[config.mk]
export PLATFORM = sky130hd
export DESIGN_NAME = smb_cfg_slave
export DESIGN_NICKNAME = d
export VERILOG_FILES = /design/src/rtl/smb_cfg_pkg.sv /design/src/rtl/smb_line_filter.sv /design/src/rtl/smb_bus_engine.sv /design/src/rtl/smb_reg_bank.sv /design/src/rtl/smb_cfg_slave.sv
export SDC_FILE = /design/constraint.sdc
export NUM_CORES = 1
export LEC_CHECK = 0
export BUFFER_PORTS_ARGS = -buffer_cell sky130_fd_sc_hd__buf_2
export CELL_PAD_IN_SITES_DETAIL_PLACEMENT = 0
export CELL_PAD_IN_SITES_GLOBAL_PLACEMENT = 1
export CORE_MARGIN = 2
export CORE_UTILIZATION = 42
export DETAILED_ROUTE_END_ITERATION = 7
export GPL_TIMING_DRIVEN = 0
export PLACE_DENSITY_LB_ADDON = 0.1
export SYNTH_ARGS = -nofsm -noshare
export SYNTH_HDL_FRONTEND = slang
export SYNTH_SLANG_ARGS = --single-unit
[constraint.sdc]
create_clock -name clk -period 3.2 [get_ports clk]
set_clock_uncertainty 0.15 [all_clocks]
set_input_delay 0.64 -clock clk [delete_from_list [all_inputs] [get_ports clk]]
set_output_delay 0.64 -clock clk [all_outputs]
set_load 0.03 [all_outputs]
[src/rtl/smb_cfg_pkg.sv]
// Shared constants, state encodings and per-register classification
// for the two-wire configuration slave.
package smb_cfg_pkg;

    localparam int          NREG    = 21;       // registers in the bank
    localparam int          IDXW    = 8;        // width of register index counters
    localparam int          CNT_IDX = 8;        // register that sets read length
    localparam int          RO_IDX  = 7;        // identifier register
    localparam int          NPAIR   = 2;        // atomic register pairs
    localparam int          PAIR_LO [NPAIR] = '{11, 13};
    localparam logic [7:0]  WR_ADDR = 8'hD2;
    localparam logic [7:0]  RD_ADDR = 8'hD3;
    localparam logic [2:0]  VENDOR  = 3'b001;

    typedef enum logic [2:0] {
        ST_IDLE, ST_RX, ST_RX_ACK, ST_TX, ST_TX_ACK
    } eng_st_t;

    typedef enum logic [1:0] {
        PH_ADDR, PH_CMD, PH_CNT, PH_DATA
    } eng_ph_t;

    typedef enum logic [2:0] {
        K_PLAIN, K_RO, K_NULL, K_PLO, K_PHI
    } byte_kind_t;

    // Classify register i by how writes affect it.
    function automatic byte_kind_t kind_of(int i);
        byte_kind_t k;
        k = K_PLAIN;
        if (i == RO_IDX) k = K_RO;
        if (i == 6 || i == 19 || i == 20) k = K_NULL;
        for (int p = 0; p < NPAIR; p++) begin
            if (i == PAIR_LO[p])     k = K_PLO;
            if (i == PAIR_LO[p] + 1) k = K_PHI;
        end
        return k;
    endfunction

    // Pair number owning register i (0 when i belongs to no pair).
    function automatic int pair_of(int i);
        int r;
        r = 0;
        for (int p = 0; p < NPAIR; p++)
            if (i == PAIR_LO[p] || i == PAIR_LO[p] + 1) r = p;
        return r;
    endfunction

    // Reset value of storage register i.
    function automatic logic [7:0] def_byte(int i);
        logic [7:0] v;
        v = 8'h00;
        if (i >= 1 && i <= 5) v = 8'hFF;
        if (i == CNT_IDX)     v = 8'h09;
        if (i == 9)           v = 8'h10;
        return v;
    endfunction

endpackage

[src/rtl/smb_line_filter.sv]
// Resynchronises one bus line into the clk domain and removes pulses
// shorter than FILT_LEN clocks. Assumes the line idles high.
module smb_line_filter #(
    parameter int SYNC_STAGES = 2,
    parameter int FILT_LEN    = 3
) (
    input  logic clk,
    input  logic rst_n,
    input  logic line_i,
    output logic line_o
);
    localparam int CW = (FILT_LEN > 1) ? $clog2(FILT_LEN) : 1;

    logic [SYNC_STAGES-1:0] sync_q;
    logic [CW-1:0]          run_q;
    logic                   out_q;

    // Metastability chain toward the filter.
    always_ff @(posedge clk) begin
        if (!rst_n) sync_q <= '1;
        else        sync_q <= {sync_q[SYNC_STAGES-2:0], line_i};
    end

    // Flip the output only after FILT_LEN consecutive differing samples.
    always_ff @(posedge clk) begin
        if (!rst_n) begin
            out_q <= 1'b1;
            run_q <= '0;
        end else if (sync_q[SYNC_STAGES-1] == out_q) begin
            run_q <= '0;
        end else if (run_q == CW'(FILT_LEN - 1)) begin
            out_q <= ~out_q;
            run_q <= '0;
        end else begin
            run_q <= run_q + 1'b1;
        end
    end

    assign line_o = out_q;

    // A filtered edge needs FILT_LEN stable samples behind it.
    assert_filter_settled_R12: assert property (@(posedge clk) disable iff (!rst_n)
        (out_q != $past(out_q)) |-> (sync_q[SYNC_STAGES-1] == out_q || FILT_LEN == 1 || $past(run_q) != '0));

endmodule

[src/rtl/smb_bus_engine.sv]
// Bus protocol engine: start/stop detection, bit shifting, acknowledge
// and read-data drive. Assumes filtered, clk-synchronous SCL/SDA and
// a host that never stretches or arbitrates.
module smb_bus_engine
    import smb_cfg_pkg::*;
#(
    parameter int NR = NREG,
    parameter int IW = IDXW
) (
    input  logic          clk,
    input  logic          rst_n,
    input  logic          scl_f,
    input  logic          sda_f,
    input  logic [7:0]    rd_data,
    input  logic [8:0]    rd_len,
    output logic          sda_oe,
    output logic          wr_en,
    output logic [IW-1:0] wr_idx,
    output logic [7:0]    wr_data,
    output logic [IW-1:0] rd_idx,
    output logic          txn_edge
);
    eng_st_t       st_q;
    eng_ph_t       ph_q;
    logic [3:0]    bit_q;
    logic [7:0]    sh_q;
    logic          rd_mode_q;
    logic          mack_q;
    logic [IW-1:0] idx_q;
    logic          oe_q;
    logic          scl_q, sda_q;

    logic scl_rise, scl_fall, start_c, stop_c, byte_done;

    // Previous filtered line levels for edge detection.
    always_ff @(posedge clk) begin
        if (!rst_n) begin
            scl_q <= 1'b1;
            sda_q <= 1'b1;
        end else begin
            scl_q <= scl_f;
            sda_q <= sda_f;
        end
    end

    assign scl_rise  = scl_f & ~scl_q;
    assign scl_fall  = ~scl_f & scl_q;
    assign start_c   = scl_f & scl_q & sda_q & ~sda_f;
    assign stop_c    = scl_f & scl_q & ~sda_q & sda_f;
    assign byte_done = (st_q == ST_RX) && scl_fall && (bit_q == 4'd8);

    // Main protocol sequencer.
    always_ff @(posedge clk) begin
        if (!rst_n) begin
            st_q      <= ST_IDLE;
            ph_q      <= PH_ADDR;
            bit_q     <= '0;
            sh_q      <= '0;
            rd_mode_q <= 1'b0;
            mack_q    <= 1'b0;
            idx_q     <= '0;
            oe_q      <= 1'b0;
        end else if (start_c) begin
            st_q  <= ST_RX;
            ph_q  <= PH_ADDR;
            bit_q <= '0;
            oe_q  <= 1'b0;
        end else if (stop_c) begin
            st_q <= ST_IDLE;
            oe_q <= 1'b0;
        end else begin
            case (st_q)
                ST_RX: begin
                    if (scl_rise && bit_q < 4'd8) begin
                        sh_q  <= {sh_q[6:0], sda_f};
                        bit_q <= bit_q + 1'b1;
                    end else if (byte_done) begin
                        case (ph_q)
                            PH_ADDR: begin
                                if (sh_q == WR_ADDR || sh_q == RD_ADDR) begin
                                    rd_mode_q <= (sh_q == RD_ADDR);
                                    oe_q      <= 1'b1;
                                    st_q      <= ST_RX_ACK;
                                end else begin
                                    st_q <= ST_IDLE;
                                end
                            end
                            PH_DATA: begin
                                if (idx_q < IW'(NR)) begin
                                    oe_q <= 1'b1;
                                    st_q <= ST_RX_ACK;
                                end else begin
                                    st_q <= ST_IDLE;
                                end
                            end
                            default: begin
                                oe_q <= 1'b1;
                                st_q <= ST_RX_ACK;
                            end
                        endcase
                    end
                end
                ST_RX_ACK: begin
                    if (scl_fall) begin
                        bit_q <= '0;
                        if (ph_q == PH_ADDR && rd_mode_q) begin
                            st_q  <= ST_TX;
                            ph_q  <= PH_CNT;
                            idx_q <= '0;
                            sh_q  <= rd_len[7:0];
                            oe_q  <= ~rd_len[7];
                        end else begin
                            oe_q <= 1'b0;
                            st_q <= ST_RX;
                            case (ph_q)
                                PH_ADDR: ph_q <= PH_CMD;
                                PH_CMD:  ph_q <= PH_CNT;
                                PH_CNT: begin
                                    ph_q  <= PH_DATA;
                                    idx_q <= '0;
                                end
                                default: idx_q <= idx_q + 1'b1;
                            endcase
                        end
                    end
                end
                ST_TX: begin
                    if (scl_rise && bit_q < 4'd8) begin
                        bit_q <= bit_q + 1'b1;
                    end else if (scl_fall) begin
                        if (bit_q == 4'd8) begin
                            oe_q <= 1'b0;
                            st_q <= ST_TX_ACK;
                            if (ph_q == PH_DATA) idx_q <= idx_q + 1'b1;
                        end else begin
                            sh_q <= {sh_q[6:0], 1'b0};
                            oe_q <= ~sh_q[6];
                        end
                    end
                end
                ST_TX_ACK: begin
                    if (scl_rise) begin
                        mack_q <= ~sda_f;
                    end else if (scl_fall) begin
                        if (mack_q && (ph_q == PH_CNT || {1'b0, idx_q} < rd_len)) begin
                            st_q  <= ST_TX;
                            ph_q  <= PH_DATA;
                            bit_q <= '0;
                            sh_q  <= rd_data;
                            oe_q  <= ~rd_data[7];
                        end else begin
                            st_q <= ST_IDLE;
                        end
                    end
                end
                default: oe_q <= 1'b0;
            endcase
        end
    end

    assign sda_oe   = oe_q;
    assign wr_en    = byte_done && (ph_q == PH_DATA) && (idx_q < IW'(NR)) && !start_c && !stop_c;
    assign wr_idx   = idx_q;
    assign wr_data  = sh_q;
    assign rd_idx   = idx_q;
    assign txn_edge = start_c | stop_c;

    // The slave begins pulling SDA only while SCL is low.
    assert_oe_rise_scl_low_R11: assert property (@(posedge clk) disable iff (!rst_n)
        $rose(oe_q) |-> !scl_f);

    // An idle slave keeps SDA released.
    assert_idle_released_R1: assert property (@(posedge clk) disable iff (!rst_n)
        (st_q == ST_IDLE && !$past(start_c)) |-> !oe_q);

    // A foreign address is never acknowledged.
    assert_nack_foreign_R1: assert property (@(posedge clk) disable iff (!rst_n)
        (byte_done && ph_q == PH_ADDR && sh_q != WR_ADDR && sh_q != RD_ADDR && !start_c && !stop_c)
        |=> !oe_q);

    // No register write past the end of the bank.
    assert_wr_in_range_R3: assert property (@(posedge clk) disable iff (!rst_n)
        wr_en |-> (wr_idx < IW'(NR)));

endmodule

[src/rtl/smb_reg_bank.sv]
// Register file: plain, read-only, write-ignored and atomically paired
// bytes. Assumes the engine supplies at most one write per clock and
// pulses txn_edge on every start and stop condition.
module smb_reg_bank
    import smb_cfg_pkg::*;
#(
    parameter int         NR  = NREG,
    parameter int         IW  = IDXW,
    parameter logic [4:0] REV = 5'h01
) (
    input  logic          clk,
    input  logic          rst_n,
    input  logic          wr_en,
    input  logic [IW-1:0] wr_idx,
    input  logic [7:0]    wr_data,
    input  logic          txn_edge,
    input  logic [IW-1:0] rd_idx,
    output logic [7:0]    rd_data,
    output logic [8:0]    rd_len,
    output logic [NR*8-1:0] cfg_flat
);
    logic [7:0] view  [NR];
    logic [7:0] stage [NPAIR];
    logic       pend  [NPAIR];
    logic       commit[NPAIR];

    for (genvar p = 0; p < NPAIR; p++) begin : g_pair
        localparam int LO = PAIR_LO[p];

        // Hold the low byte of a pair until its partner arrives.
        always_ff @(posedge clk) begin
            if (!rst_n) begin
                pend[p]  <= 1'b0;
                stage[p] <= '0;
            end else if (txn_edge) begin
                pend[p] <= 1'b0;
            end else if (wr_en && wr_idx == IW'(LO)) begin
                stage[p] <= wr_data;
                pend[p]  <= 1'b1;
            end else if (wr_en && wr_idx == IW'(LO + 1)) begin
                pend[p] <= 1'b0;
            end
        end

        assign commit[p] = wr_en && (wr_idx == IW'(LO + 1)) && pend[p];
    end

    for (genvar i = 0; i < NR; i++) begin : g_byte
        localparam byte_kind_t K = kind_of(i);
        localparam int         P = pair_of(i);

        if (K == K_RO) begin : g_ro
            assign view[i] = {VENDOR, REV};
        end else if (K == K_NULL) begin : g_null
            assign view[i] = 8'h00;
        end else if (K == K_PLO) begin : g_plo
            logic [7:0] q;
            // Low pair byte loads from staging on commit.
            always_ff @(posedge clk) begin
                if (!rst_n)         q <= def_byte(i);
                else if (commit[P]) q <= stage[P];
            end
            assign view[i] = q;
        end else if (K == K_PHI) begin : g_phi
            logic [7:0] q;
            // High pair byte loads from the bus on commit.
            always_ff @(posedge clk) begin
                if (!rst_n)         q <= def_byte(i);
                else if (commit[P]) q <= wr_data;
            end
            assign view[i] = q;
        end else begin : g_plain
            logic [7:0] q;
            // Plain byte loads directly from the bus.
            always_ff @(posedge clk) begin
                if (!rst_n)                             q <= def_byte(i);
                else if (wr_en && wr_idx == IW'(i))     q <= wr_data;
            end
            assign view[i] = q;
        end

        assign cfg_flat[8*i +: 8] = view[i];
    end

    // Read mux; indices past the bank read as zero.
    always_comb begin
        rd_data = 8'h00;
        for (int k = 0; k < NR; k++)
            if (rd_idx == IW'(k)) rd_data = view[k];
    end

    assign rd_len = (view[CNT_IDX] == 8'h00) ? 9'd1 : {1'b0, view[CNT_IDX]};

    // Pair bytes move only on a commit.
    assert_pair0_atomic_R7: assert property (@(posedge clk) disable iff (!rst_n)
        (view[PAIR_LO[0]] != $past(view[PAIR_LO[0]])) |-> $past(commit[0]));
    assert_pair1_atomic_R8: assert property (@(posedge clk) disable iff (!rst_n)
        (view[PAIR_LO[1]+1] != $past(view[PAIR_LO[1]+1])) |-> $past(commit[1]));

endmodule

[src/rtl/smb_cfg_slave.sv]
// Top level: two line filters, the protocol engine and the register
// bank. Assumes clk is at least 20x the bus bit rate and SDA is
// open-drain at the pad (sda_pull_low enables the low driver).
module smb_cfg_slave
    import smb_cfg_pkg::*;
#(
    parameter int         NR          = NREG,
    parameter int         SYNC_STAGES = 2,
    parameter int         FILT_LEN    = 3,
    parameter logic [4:0] REV         = 5'h01
) (
    input  logic            clk,
    input  logic            rst_n,
    input  logic            scl_i,
    input  logic            sda_i,
    output logic            sda_pull_low,
    output logic [NR*8-1:0] cfg_bytes
);
    localparam int IW = IDXW;

    logic [1:0]    raw, filt;
    logic          wr_en, txn_edge;
    logic [IW-1:0] wr_idx, rd_idx;
    logic [7:0]    wr_data, rd_data;
    logic [8:0]    rd_len;

    assign raw = {sda_i, scl_i};

    for (genvar l = 0; l < 2; l++) begin : g_line
        smb_line_filter #(.SYNC_STAGES(SYNC_STAGES), .FILT_LEN(FILT_LEN)) u_flt (
            .clk    (clk),
            .rst_n  (rst_n),
            .line_i (raw[l]),
            .line_o (filt[l])
        );
    end

    smb_bus_engine #(.NR(NR), .IW(IW)) u_eng (
        .clk      (clk),
        .rst_n    (rst_n),
        .scl_f    (filt[0]),
        .sda_f    (filt[1]),
        .rd_data  (rd_data),
        .rd_len   (rd_len),
        .sda_oe   (sda_pull_low),
        .wr_en    (wr_en),
        .wr_idx   (wr_idx),
        .wr_data  (wr_data),
        .rd_idx   (rd_idx),
        .txn_edge (txn_edge)
    );

    smb_reg_bank #(.NR(NR), .IW(IW), .REV(REV)) u_bank (
        .clk      (clk),
        .rst_n    (rst_n),
        .wr_en    (wr_en),
        .wr_idx   (wr_idx),
        .wr_data  (wr_data),
        .txn_edge (txn_edge),
        .rd_idx   (rd_idx),
        .rd_data  (rd_data),
        .rd_len   (rd_len),
        .cfg_flat (cfg_bytes)
    );

endmodule

==> Word level (Yosys, flattened, before mapping) <==
Memories as Yosys holds them, arrays and structs flattened. A register that Yosys moved wholly into a read port is not among the register bits.
Cells that the tools add are included.
{ "totals": {"ff_bits": 160, "ramBits": 18, "inputBits": 4, "output_inout_bits": 169, "word_cells": 302, "mem_count": 2} }
{ "op_classes": {"n_addsub": 4, "order_cmp": 3, "eq_ne": 60, "muxes": 113, "n_bitwise": 29, "n_reduce_logical": 59} }
{ "mem_list": {"columns": ["name", "depth", "width", "read_ports", "rd_clocked_by_memory_dff", "wr", "line_no", "rtl"], "rows": [
  ["u_bank.stage", 2, 8, 2, 2, 2, "smb_reg_bank.sv:23", "logic [7:0] stage [NPAIR];"],
  ["u_bank.pend", 2, 1, 2, 0, 2, "smb_reg_bank.sv:24", "logic pend [NPAIR];"]
]} }
{ "op_table": {"columns": ["operator", "n"], "rows": [
  ["8-bit 2-to-1 mux", 39],
  ["8-bit by 4-bit == test with 1-bit output (second input constant)", 8],
  ["1-bit 2-to-1 mux", 42],
  ["8-bit by 5-bit == test with 1-bit output (second input constant)", 5],
  ["8-bit by 3-bit == test with 1-bit output (second input constant)", 4],
  ["8-bit one-hot mux with 2 select lines", 2],
  ["8-bit one-hot mux with 4 select lines", 1],
  ["1-bit logical AND", 28],
  ["9-bit AND reduction", 3],
  ["3-bit 2-to-1 mux", 8],
  ["7-bit AND reduction", 3],
  ["4-bit 2-to-1 mux", 5],
  ["4-bit by 1-bit != test with 1-bit output (second input constant)", 5],
  ["2-bit 2-to-1 mux", 9],
  ["2-bit by 1-bit != test with 1-bit output (second input constant)", 9],
  ["8-bit by 2-bit == test with 1-bit output (second input constant)", 2],
  ["8-bit == test (second input constant)", 2],
  ["8-bit logical NOT", 2],
  ["1-bit NOT", 13],
  ["3-bit one-hot mux with 4 select lines", 1],
  ["4-bit one-hot mux with 3 select lines", 1],
  ["12-bit AND reduction", 1],
  ["2-bit != test (second input constant)", 5],
  ["10-bit AND reduction", 1],
  ["37 further kinds", 69]
]} }

==> Logic depth before layout (Yosys ltp) <==
Gate-level depths: netlist of run 1.
{ "depth": {"depth_word": 27, "mapped_depth": 11} }

==> Cells and area by module <==
Synthesis of run 1 repeated with hierarchy kept, for this count alone.
{ "unflattened": {"hier_cells": 1171, "area_unflattened_um2": 10537.6} }
{ "modules_own_cells": {"columns": ["mod", "instances", "cells_each", "area_per_inst_um2", "seq_area_each_um2"], "rows": [
  ["smb_reg_bank", 1, 850, 7853.8, 3253.1],
  ["smb_bus_engine", 1, 293, 2346.0, 600.6],
  ["smb_line_filter", 2, 14, 168.9, 100.1]
]} }

==> Worst setup path before layout of run 1 <==
No wires, ideal clock.
{ "synth_timing": {"path_type": "register to register", "from": "reg u_eng.idx_q[1], in the netlist u_eng.rd_idx[1]", "to": "mem u_bank.stage[0][0] (enable)", "setup_time_ns": 0.384, "arrival_ns": 2.293, "required_time_ns": 2.666, "slack_ns": 0.373, "stages_incl_launch_ff": 7, "cell_sequence": "dfxtp_1 ha_1 clkbuf_1 clkbuf_1 buf_1 nand2_1 o21ai_0"} }
{ "synth_lines": {"columns": ["element", "line_no", "rtl"], "rows": [
  ["start, declared", "smb_bus_engine.sv:29", "logic [IW-1:0] idx_q;"],
  ["start signal, assigned", "smb_bus_engine.sv:122", "default: idx_q <= idx_q + 1'b1;"],
  ["start signal, assigned", "smb_bus_engine.sv:134", "if (ph_q == PH_DATA) idx_q <= idx_q + 1'b1;"],
  ["end, declared", "smb_reg_bank.sv:23", null]
]} }

==> Final worst setup path of run 1 <==
{ "layout_timing": {"from": "reg u_eng.idx_q[3], in the netlist u_eng.rd_idx[3]", "to": "reg u_eng.sh_q[3], in the netlist u_eng.wr_data[3]"} }
{ "layout_between": {"elab_chain_len": 26, "word_cells_on_any_way": 51, "cone_classes": "order compare (1); eq/ne (21); mux (25); reduce/logical (4)"} }
{ "layout_lines": {"columns": ["element", "line_no", "rtl"], "rows": [
  ["8-bit logical NOT", "smb_reg_bank.sv:89", "if (rd_idx == IW'(k)) rd_data = view[k];"],
  ["8-bit 2-to-1 mux (21 in a row)", "smb_reg_bank.sv:89", null],
  ["8-bit 2-to-1 mux", "smb_bus_engine.sv:145", "if (mack_q && (ph_q == PH_CNT || {1'b0, idx_q} < rd_len)) begin"],
  ["8-bit 2-to-1 mux", "smb_bus_engine.sv:144", "end else if (scl_fall) begin"],
  ["8-bit 2-to-1 mux", "smb_bus_engine.sv:142", "if (scl_rise) begin"],
  ["8-bit one-hot mux with 4 select lines", "smb_bus_engine.sv:72", "case (st_q)"],
  ["end signal, assigned", "smb_bus_engine.sv:75", "sh_q <= {sh_q[6:0], sda_f};"],
  ["end signal, assigned", "smb_bus_engine.sv:136", "sh_q <= {sh_q[6:0], 1'b0};"],
  ["end signal, assigned", "smb_bus_engine.sv:149", "sh_q <= rd_data;"],
  ["end, declared", "smb_bus_engine.sv:26", "logic [7:0] sh_q;"]
]} }
Parallel ways exist; a longest one is shown, timed or not. The select of a mux whose other input is x is not followed.
A chain may end at the register's enable or synchronous reset.

==> results.json, run 1 <==
{
  "status": "finished with violations",
  "violations": "setup timing",
  "cp.arrival_ns": 3.47,
  "power_density_mw_per_mm2": 395.6,
  "drtPass1Iterations": 6,
  "grt_max_degree": 21,
  "die_x_um": 161.3,
  "ctsHoldBuffers": 0,
  "wire_per_inst_um": 25.55,
  "gp_congestion": 1.027,
  "ys_types": 88,
  "syn_avg_cell_area_um2": 8.014,
  "grt_pass1_vias": 10208,
  "r2r_slack_ns": -0.05,
  "final_core_util_pct": 50.87,
  "synth-seq-cells": 194,
  "max_freq_mhz": 307.8,
  "min_path_type": "input pin to register",
  "drc": 0,
  "relSlewSlack_pct": 15.91,
  "cts_made_buffers": 17,
  "die-area_mm2": 0.02600,
  "portBuffers": 140,
  "row_count": 57,
  "yosys.area.top_type_share_pct": 34.12,
  "synth_warnings": 0,
  "die_h_um": 161.3,
  "worst_r2r_endpoint": "u_eng.wr_data[3]",
  "tightest_slew_ns": 1.245,
  "initial_core_util_pct": 42.71,
  "layout.nets": 1508,
  "required_ns": 3.42,
  "async_flop_share_pct": 0,
  "setup_viol": 1,
  "clk_latency_ns": 0.45,
  "vias_per_cell": 6.010,
  "r2r_start": "u_eng.rd_idx[3]",
  "cp-start-kind": "register",
  "final.setup.tns_ns": -0.04836,
  "yosysMostFrequentCell": "nand2_1",
  "finalCritPeriodShare_pct": 101.5,
  "synth_top_cell_by_area": "dfxtp_1",
  "post-dp-hpwl_mm": 34.74,
  "ys.flop_type": "dfxtp_1",
  "cp-endpoint": "u_eng.wr_data[3]",
  "synth-edff-count": 17,
  "p_leak_nw": 5.072,
  "end_kind": "register",
  "core_area_mm2": 0.02432,
  "vdd_ir_drop_max_mv": 0.3893,
  "final_hold_viol_count": 0,
  "root_buffer": "clkbuf_16",
  "final_layout_size_suffix_gt1_share_pct": 20.31,
  "setup_slack_ns": -0.04836,
  "grt_pass1_wl_mm": 68.21,
  "synth_area_leaders": "dfxtp_1, nand2_1, a21oi_1, edfxtp_1, mux2i_1",
  "overflow": 0,
  "ant_nets": 0,
  "drt_iter0_drc": 1143,
  "whs_ns": 0.2085,
  "hold_depth": 2,
  "synth_area_mm2": 0.01039,
  "crit_type": "register to register",
  "crit_start": "u_eng.rd_idx[3]",
  "dp.cells": 1790,
  "wl_mm": 46.54,
  "synth.top_cells.by_count": "nand2_1, dfxtp_1, a21oi_1, nor2_1, o21ai_0",
  "rsz0062_at_grt": "false",
  "stdcell_count": 1822,
  "rr_worst_depth": 7,
  "synth-seq-area-share_pct": 39.03,
  "cts.sinks": 194,
  "vias": 10951,
  "path_max_fanout": 10,
  "maxCapViolations": 0,
  "path_clk_slew_ns": 0.09,
  "track_usage_pct": 35.48,
  "syn_to_final_growth_pct": 19.11,
  "cts_buffer_depth": 2,
  "period_needed_ns": 3.248,
  "htreeDepth": 4,
  "antenna_found_initial": 1,
  "tritoncts": "built",
  "io_pins": 173,
  "synthCells": 1296,
  "drv_slew": 0
}
layout by cell type, fill, tap and decap left out, types with 9 or more instances in the layout:
cell and n:
a211oi_1 9, a21oi_1 123, a31oi_1 12, and2_1 19, buf_2 158, buf_4 38
clkbuf_1 53, clkbuf_16 17, clkbuf_2 12, conb_1 32, dfxtp_1 175, edfxtp_1 17
ha_1 17, inv_1 34, mux2i_1 42, nand2_1 235, nand2b_1 25, nand3_1 45
nand4_1 12, nor2_1 77, nor2b_1 16, nor3_1 18, o2111ai_1 9, o211ai_1 16
o21a_1 9, o21ai_0 65, o22ai_1 9
report_power, final:
group / internal [mW] / switching [mW]
clock: 1.13 / 1.14
sequential: 2.46 / 0.00435
combinational: 0.0393 / 0.123
routing by layer:
| metal | GRT usage [%] | part of all wire, % | vias to the layer above |
|---|---|---|---|
| met5 | 0 | 0 | - |
| met1 | 47.61 | 43 | 5352 |
| li1 | - | - | 4915 |
| met4 | 13.31 | 3.4 | 0 |
| met3 | 5.496 | 7.8 | 101 |
| met2 | 57.86 | 46 | 583 |
worst max-delay path, stage by stage (launching register included):
cell and delay, ns:
dfxtp_1 0.41, buf_2 0.24, nor4_1 0.77, nand2_1 0.31, o32a_1 0.47, o32ai_1 0.45, o31ai_1 0.18, a31oi_1 0.17
flip-flops by register name, summed over array words and instances (netlist names):
register and flops:
g_line.u_flt.line_o 2, g_line.u_flt.run_q 4, g_line.u_flt.sync_q 4, u_bank.g_byte.g_phi.q 16
u_bank.g_byte.g_plain.q 104, u_bank.g_byte.g_plo.q 16, u_bank.pend 2, u_bank.stage 16
u_eng.bit_q 4, u_eng.mack_q 1, u_eng.ph_q 2, u_eng.rd_idx 8
u_eng.rd_mode_q 1, u_eng.scl_q 1, u_eng.sda_oe 1, u_eng.sda_q 1
u_eng.st_q 3, u_eng.wr_data 8
metrics by stage:
step | area [µm²] | power (mW) | worst slack (ns)
after CTS | 12300 | 4.877 | -0.008645
after floorplan | 10500 | 2.637 | 0.3728
after detailed placement | 11600 | 2.676 | -1.150
after global routing | 12370 | 4.984 | 0.005245
final | 12370 | 4.894 | -0.04836
after global placement | 11600 | 2.676 | -1.135
cell type report:
| cell class | instances | area (µm²) |
|---|---|---|
| flip-flops and latches | 194 | 4056 |
| clock inverters | 13 | 162.7 |
| multi-input cells | 969 | 5776 |
| well taps | 324 | 405.4 |
| inverters | 37 | 147.6 |
| fillers | 2445 | 11950 |
| diodes | 1 | 2.502 |
| clock buffers | 19 | 432.9 |
| repair buffers | 141 | 708.2 |
| plain buffers | 124 | 679.4 |
worst min-delay path by stage:
stage / from / to
floorplan: g_line[0].u_flt.sync_q[0] / g_line[0].u_flt.sync_q[1]
global placement: g_line[1].u_flt.sync_q[0] / g_line[1].u_flt.sync_q[1]
detailed placement: g_line[1].u_flt.sync_q[0] / g_line[1].u_flt.sync_q[1]
CTS: sda_i / g_line[1].u_flt.sync_q[0]
global route: sda_i / g_line[1].u_flt.sync_q[0]
finish: sda_i / g_line[1].u_flt.sync_q[0]
kinds of logic after synthesis:
group | after synthesis | synth area share (%)
AO/OA/AOI/OAI | 348 | 21.67
XOR/XNOR | 9 | 0.7589
adder cells (fa/ha/maj) | 20 | 2.409
buffers and inverters | 163 | 7.589
flip-flops | 194 | 39.03
multiplexers | 43 | 4.156
other | 2 | 0.07231
AND/OR/NAND/NOR | 517 | 24.31
repair_timing:
action	CTS	global route
setup buffers	0	1
endpoints found under the setup margin	136	158
gates resized for setup	42	24
pin swaps	1	2
(Power assumes the default switching activity.)
==> inputs of run 2 (changes only) <==
--- a/config.mk
+++ b/config.mk
@@ -5,7 +5,7 @@
 export SDC_FILE = /design/constraint.sdc
 export NUM_CORES = 1
 export LEC_CHECK = 0
-export BUFFER_PORTS_ARGS = -buffer_cell sky130_fd_sc_hd__buf_2
+export BUFFER_PORTS_ARGS = -buffer_cell sky130_fd_sc_hd__clkbuf_2
 export CELL_PAD_IN_SITES_DETAIL_PLACEMENT = 0
 export CELL_PAD_IN_SITES_GLOBAL_PLACEMENT = 1
 export CORE_MARGIN = 2
==> run 2 against run 1 <==
Compared with the run above: the flow still finishes with violations (setup timing); combinational power is essentially flat; core utilization is essentially flat; fmax grew 0.45%; hold slack gained 0.0051 ns; routed wire length grew 0.35%; die area is the same; highest routed layer unchanged.
==> results.json, run 2 (synthesis gave the netlist of run 1 again) <==
{
  "status": "finished with violations",
  "violations": "setup timing",
  "cts_buffer_depth": 2,
  "drtPass1Iterations": 5,
  "maxCapViolations": 0,
  "stdcell_count": 1822,
  "vdd_ir_drop_max_mv": 0.2519,
  "rsz0062_at_grt": "true",
  "required_ns": 3.40,
  "path_cells": "ha_1 -> clkinv_1 -> o31ai_1 -> o32a_1 -> o221ai_1 -> a211o_1 -> a32o_2",
  "grt_pass1_wl_mm": 68.08,
  "relSlewSlack_pct": 15.24,
  "initial_core_util_pct": 42.71,
  "critical-path-top-delay-family": "compound AO/OA/AOI/OAI gates",
  "drt_iter0_drc": 1272,
  "p_leak_nw": 5.057,
  "design_area_mm2": 0.01238,
  "overflow": 0,
  "final_core_util_pct": 50.91,
  "wl_mm": 46.71,
  "die_x_um": 161.3,
  "ant_nets": 0,
  "place_area_mm2": 0.01160,
  "antenna_found_initial": 0,
  "root_buffer": "clkbuf_16",
  "vias": 10937,
  "setup_slack_ns": -0.03366,
  "final_layout_size_suffix_gt1_share_pct": 20.69,
  "track_usage_pct": 35.43,
  "gp_congestion": 1.038,
  "cp.arrival_ns": 3.43,
  "core_area_mm2": 0.02432,
  "crit_type": "register to register",
  "slowest_delay_ns": 0.52,
  "finalCritPeriodShare_pct": 101.1,
  "period_needed_ns": 3.234,
  "largest_reg_flops": 104,
  "clk_latency_ns": 0.46,
  "drv_slew": 0,
  "critPathSlowestCell": "dfxtp_1",
  "final_cell_mix": "nand2_1, dfxtp_1, clkbuf_2",
  "final_hold_viol_count": 0,
  "whs_endpoint": "g_line[1].u_flt.sync_q[0]",
  "worst_r2r_endpoint": "u_eng.wr_data[7]",
  "max_freq_mhz": 309.2,
  "io_pins": 173,
  "layout.nets": 1509,
  "vias_per_cell": 6.003,
  "tritoncts": "built",
  "rr_worst_depth": 7,
  "r2r_slack_ns": -0.03,
  "htreeDepth": 4,
  "hold_depth": 2,
  "grt_pass1_vias": 10103,
  "die_h_um": 161.3,
  "n_antenna_cell": 0,
  "grt_max_degree": 21,
  "row_count": 57,
  "min_path_type": "input pin to register",
  "r2r_start": "u_eng.rd_idx[1]",
  "setup_viol": 1,
  "power_density_mw_per_mm2": 392.9,
  "cts_made_buffers": 17,
  "dp.cells": 1790,
  "post-dp-hpwl_mm": 34.84,
  "end_kind": "register",
  "tightest_slew_ns": 1.255,
  "syn_to_final_growth_pct": 19.21,
  "drc": 0,
  "regMostFlops": "u_bank.g_byte.g_plain.q",
  "die-area_mm2": 0.02600,
  "cp-start-kind": "register",
  "path_clk_slew_ns": 0.08,
  "wire_per_inst_um": 25.63,
  "worstHoldStart": "sda_i",
  "cts.sinks": 194,
  "post-place-ws_ns": -1.158,
  "path_max_fanout": 9,
  "cp_num_buf_inv": 1,
  "portBuffers": 140,
  "final_common_cell": "nand2_1"
}
-- run 2: cell types whose count changed in the layout (fill, tap and decap cells not counted), sizes merged --
| cell | change |
|---|---|
| clkbuf | +141 |
| buf | -140 |
| clkinv | +5 |
| clkinvlp | -2 |
| inv | -2 |
| bufinv | -1 |
| diode | -1 |
-- run 2: power by group --
group | internal (mW) | leakage [nW] | total (mW) | switching [mW]
Sequential | 2.46 | 1.59 | 2.46 | 0.00392
Clock | 1.08 | 0.293 | 2.24 | 1.16
Combinational | 0.0392 | 3.17 | 0.163 | 0.124
Total | 3.58 | 5.06 | 4.86 | 1.29
-- run 2: layout make-up --
cell class / instances / area [µm²]
multi-input combinational: 969 / 5786
sequential: 194 / 4055
buffer: 125 / 684.4
timing repair buffer: 141 / 708.2
clock inverter: 13 / 158.9
fill: 2454 / 11940
clock buffer: 19 / 442.9
tap: 324 / 405.4
inverter: 37 / 141.4
-- run 2: metrics by stage --
stage | power (mW) | setup TNS (ns) | hold slack (ns)
6_report | 4.864 | -0.03366 | 0.2136
5_1_grt | 4.977 | -0.01868 | 0.2058
4_1_cts | 4.867 | 0 | 0.2087
3_5_place_dp | 2.676 | -50.45 | 0.2452
3_3_place_gp | 2.675 | -50.18 | 0.2418
2_1_floorplan | 2.637 | 0 | 0.2363
-- run 2: worst max-delay path by stage --
| stage | from | endpoint | slack [ns] | cells past startpoint |
|---|---|---|---|---|
| after floorplan | u_eng.rd_idx[1] | u_bank.stage[0][0] | 0.37 | 6 |
| after global placement | u_eng.rd_idx[0] | u_bank.stage[0][0] | -1.15 | 6 |
| after detailed placement | u_eng.rd_idx[0] | u_bank.stage[0][2] | -1.16 | 6 |
| after CTS | u_eng.rd_idx[0] | u_eng.wr_data[5] | 0.01 | 9 |
| after global routing | u_eng.rd_idx[0] | u_eng.wr_data[7] | -0.02 | 8 |
| final | u_eng.rd_idx[1] | u_eng.wr_data[7] | -0.03 | 7 |
-- run 2: what timing repair did --
item | 4_1_cts | 5_1_grt
endpoints found under the setup margin | 137 | 83
hold buffers | 0 | 0
gates resized for setup | 48 | 23
setup buffers | 1 | 0
pin swaps | 1 | 0
-- run 2: worst register-to-register path, stage by stage, from the launching register on --
cell      delay [ns]
dfxtp_1         0.52
ha_1            0.45
clkinv_1        0.51
o31ai_1         0.40
o32a_1          0.27
o221ai_1        0.20
a211o_1         0.40
a32o_2          0.23
-- run 2: routing by layer --
layer	vias to the layer above	routed length, µm	track usage (%)
li1	4918	-	-
met1	5303	19690	47.38
met2	609	21640	57.88
met3	107	3671	5.958
met4	0	1705	12.78
met5	-	0	0
==> inputs of run 3 (changes only) <==
--- a/config.mk
+++ b/config.mk
@@ -5,14 +5,15 @@
 export SDC_FILE = /design/constraint.sdc
 export NUM_CORES = 1
 export LEC_CHECK = 0
-export BUFFER_PORTS_ARGS = -buffer_cell sky130_fd_sc_hd__clkbuf_2
 export CELL_PAD_IN_SITES_DETAIL_PLACEMENT = 0
 export CELL_PAD_IN_SITES_GLOBAL_PLACEMENT = 1
 export CORE_MARGIN = 2
-export CORE_UTILIZATION = 42
+export CORE_UTILIZATION = 47
 export DETAILED_ROUTE_END_ITERATION = 7
+export DONT_BUFFER_PORTS = 1
 export GPL_TIMING_DRIVEN = 0
 export PLACE_DENSITY_LB_ADDON = 0.1
 export SYNTH_ARGS = -nofsm -noshare
 export SYNTH_HDL_FRONTEND = slang
 export SYNTH_SLANG_ARGS = --single-unit
+export TNS_END_PERCENT = 20
==> run 3 against run 2 <==
Compared with the run above: the flow now finishes without violations; sequential power is essentially flat; flip-flop and latch count is the same; register-to-register slack gained 0.06 ns; sequential share of layout area grew 2.3 points; critical path depth grew 1; non-clock buffer count shrank 140; worst setup slack gained 0.062 ns; count of clock-buffer cells in the layout shrank 1; clock power is essentially flat; critical endpoint is now u_eng.wr_data[3].
==> results.json, run 3 (synthesis gave the netlist of run 1 again) <==
{
  "min_path_type": "input pin to register",
  "finalCritPeriodShare_pct": 99.12,
  "cts_made_buffers": 17,
  "drt_iter0_drc": 1227,
  "drtPass1Iterations": 6,
  "vias": 10420,
  "grt.met2_usage_pct": 56.78,
  "grt_pass1_vias": 9455,
  "regMostFlops": "u_bank.g_byte.g_plain.q",
  "syn_to_final_growth_pct": 11.66,
  "p_leak_nw": 4.435,
  "required_ns": 3.43,
  "wire_per_inst_um": 27.53,
  "io_pins": 173,
  "antenna_found_initial": 0,
  "fillers": 2123,
  "path_clk_slew_ns": 0.08,
  "core_area_mm2": 0.02176,
  "grt_max_degree": 20,
  "wl_mm": 45.10,
  "setup_slack_ns": 0.02807,
  "path_cells": "inv_1 -> ha_2 -> nor2b_1 -> a221oi_1 -> o32a_1 -> o32ai_1 -> o31ai_1 -> a31oi_1",
  "die-area_mm2": 0.02330,
  "relSlewSlack_pct": 28.81,
  "layout.nets": 1369,
  "clk_latency_ns": 0.45,
  "max_freq_mhz": 315.3,
  "die_h_um": 152.7,
  "cp-start-kind": "register",
  "portBuffers": 0,
  "p_switching_mw": 1.248,
  "overflow": 0,
  "final_cell_mix": "nand2_1, dfxtp_1, a21oi_1",
  "final_common_cell": "nand2_1",
  "ctsHoldBuffers": 0,
  "ant_nets": 0,
  "setup_viol": 0,
  "final.setup.tns_ns": 0,
  "post-dp-hpwl_mm": 33.36,
  "power.share.sequential_pct": 50.6,
  "critical-path-top-delay-family": "compound AO/OA/AOI/OAI gates",
  "pwr-share-comb_pct": 3.2,
  "path_max_fanout": 9,
  "n_antenna_cell": 0,
  "crit_type": "register to register",
  "p_int_mw": 3.617,
  "multi_input_area_mm2": 0.005749,
  "tightest_slew_ns": 1.054,
  "whs_ns": 0.1347,
  "cts.sinks": 194,
  "busiest_layer": "met2",
  "critPathSlowestCell": "nor2b_1",
  "grtUsageMet3_pct": 9.841,
  "grt_use_met1_pct": 49.33,
  "slowest_delay_ns": 0.59,
  "initial_core_util_pct": 47.74,
  "row_count": 54,
  "htreeDepth": 4,
  "cp_num_buf_inv": 1,
  "final_hold_viol_count": 0,
  "grt_pass1_wl_mm": 65.34,
  "vdd_ir_drop_max_mv": 0.2846,
  "tritoncts": "built",
  "status": "finished clean",
  "largest_reg_flops": 104,
  "die_x_um": 152.7,
  "drc": 0,
  "root_buffer": "clkbuf_16",
  "end_kind": "register",
  "gp_congestion": 1.030,
  "track_usage_pct": 37.71,
  "post-place-ws_ns": -1.033,
  "drv_slew": 0,
  "cp.arrival_ns": 3.41,
  "p_sw_share_pct": 25.65,
  "p_clk_share_pct": 46.2,
  "vias_per_cell": 6.361,
  "power_density_mw_per_mm2": 419.5,
  "regArea_mm2": 0.004064,
  "cts_buffer_depth": 2,
  "final_core_util_pct": 53.31,
  "period_needed_ns": 3.172,
  "final_layout_size_suffix_gt1_share_pct": 12.74,
  "maxCapViolations": 0
}
==> run 3: repair_timing <==
item / in CTS / in global routing
endpoints found under the setup margin: 129 / 123
buffers inserted: 0 / 1
pin swaps: 0 / 2
gates resized for setup: 39 / 34
==> run 3: final cells by class <==
type,instances,area share (%)
plain buffers,125,5.912
clock buffers,18,3.701
clock inverters,14,1.467
inverters,37,1.219
multi-input cells,969,49.57
flip-flops and latches,194,35.04
well taps,280,3.021
repair buffers,1,0.06473
==> run 3: through the flow <==
step / power, mW / cell area [µm²] / std cells
after floorplan: 2.637 / 10500 / 1326
after global placement: 2.670 / 10850 / 1606
after detailed placement: 2.671 / 10850 / 1606
after CTS: 4.861 / 11520 / 1637
after global routing: 4.952 / 11600 / 1638
final: 4.865 / 11600 / 1638
==> run 3: layer usage <==
layer | part of all wire [%] | vias to the layer above
li1 | - | 4636
met1 | 39 | 4960
met2 | 44 | 682
met3 | 11 | 142
met4 | 5.8 | 0
met5 | 0 | -
==> run 3: path summary, 6_finish.rpt <==
check | from | to | depth (start not counted) | slack [ns]
worst min register to register | g_line[0].u_flt.run_q[0] | g_line[0].u_flt.run_q[0] | 1 | 0.26
worst max-delay path | u_eng.rd_idx[1] | u_eng.wr_data[3] | 8 | 0.03
worst min-delay path | scl_i | g_line[0].u_flt.sync_q[0] | 1 | 0.13
worst max register to register | u_eng.rd_idx[1] | u_eng.wr_data[3] | 8 | 0.03
==> run 3: power by group through the flow <==
stage / sequential [mW] / combinational, mW / clock (mW)
4_1_cts: 2.46 / 0.153 / 2.25
2_1_floorplan: 2.52 / 0.119 / 0
3_3_place_gp: 2.52 / 0.152 / 0
6_report: 2.46 / 0.157 / 2.25
5_1_grt: 2.46 / 0.165 / 2.32
3_5_place_dp: 2.52 / 0.152 / 0
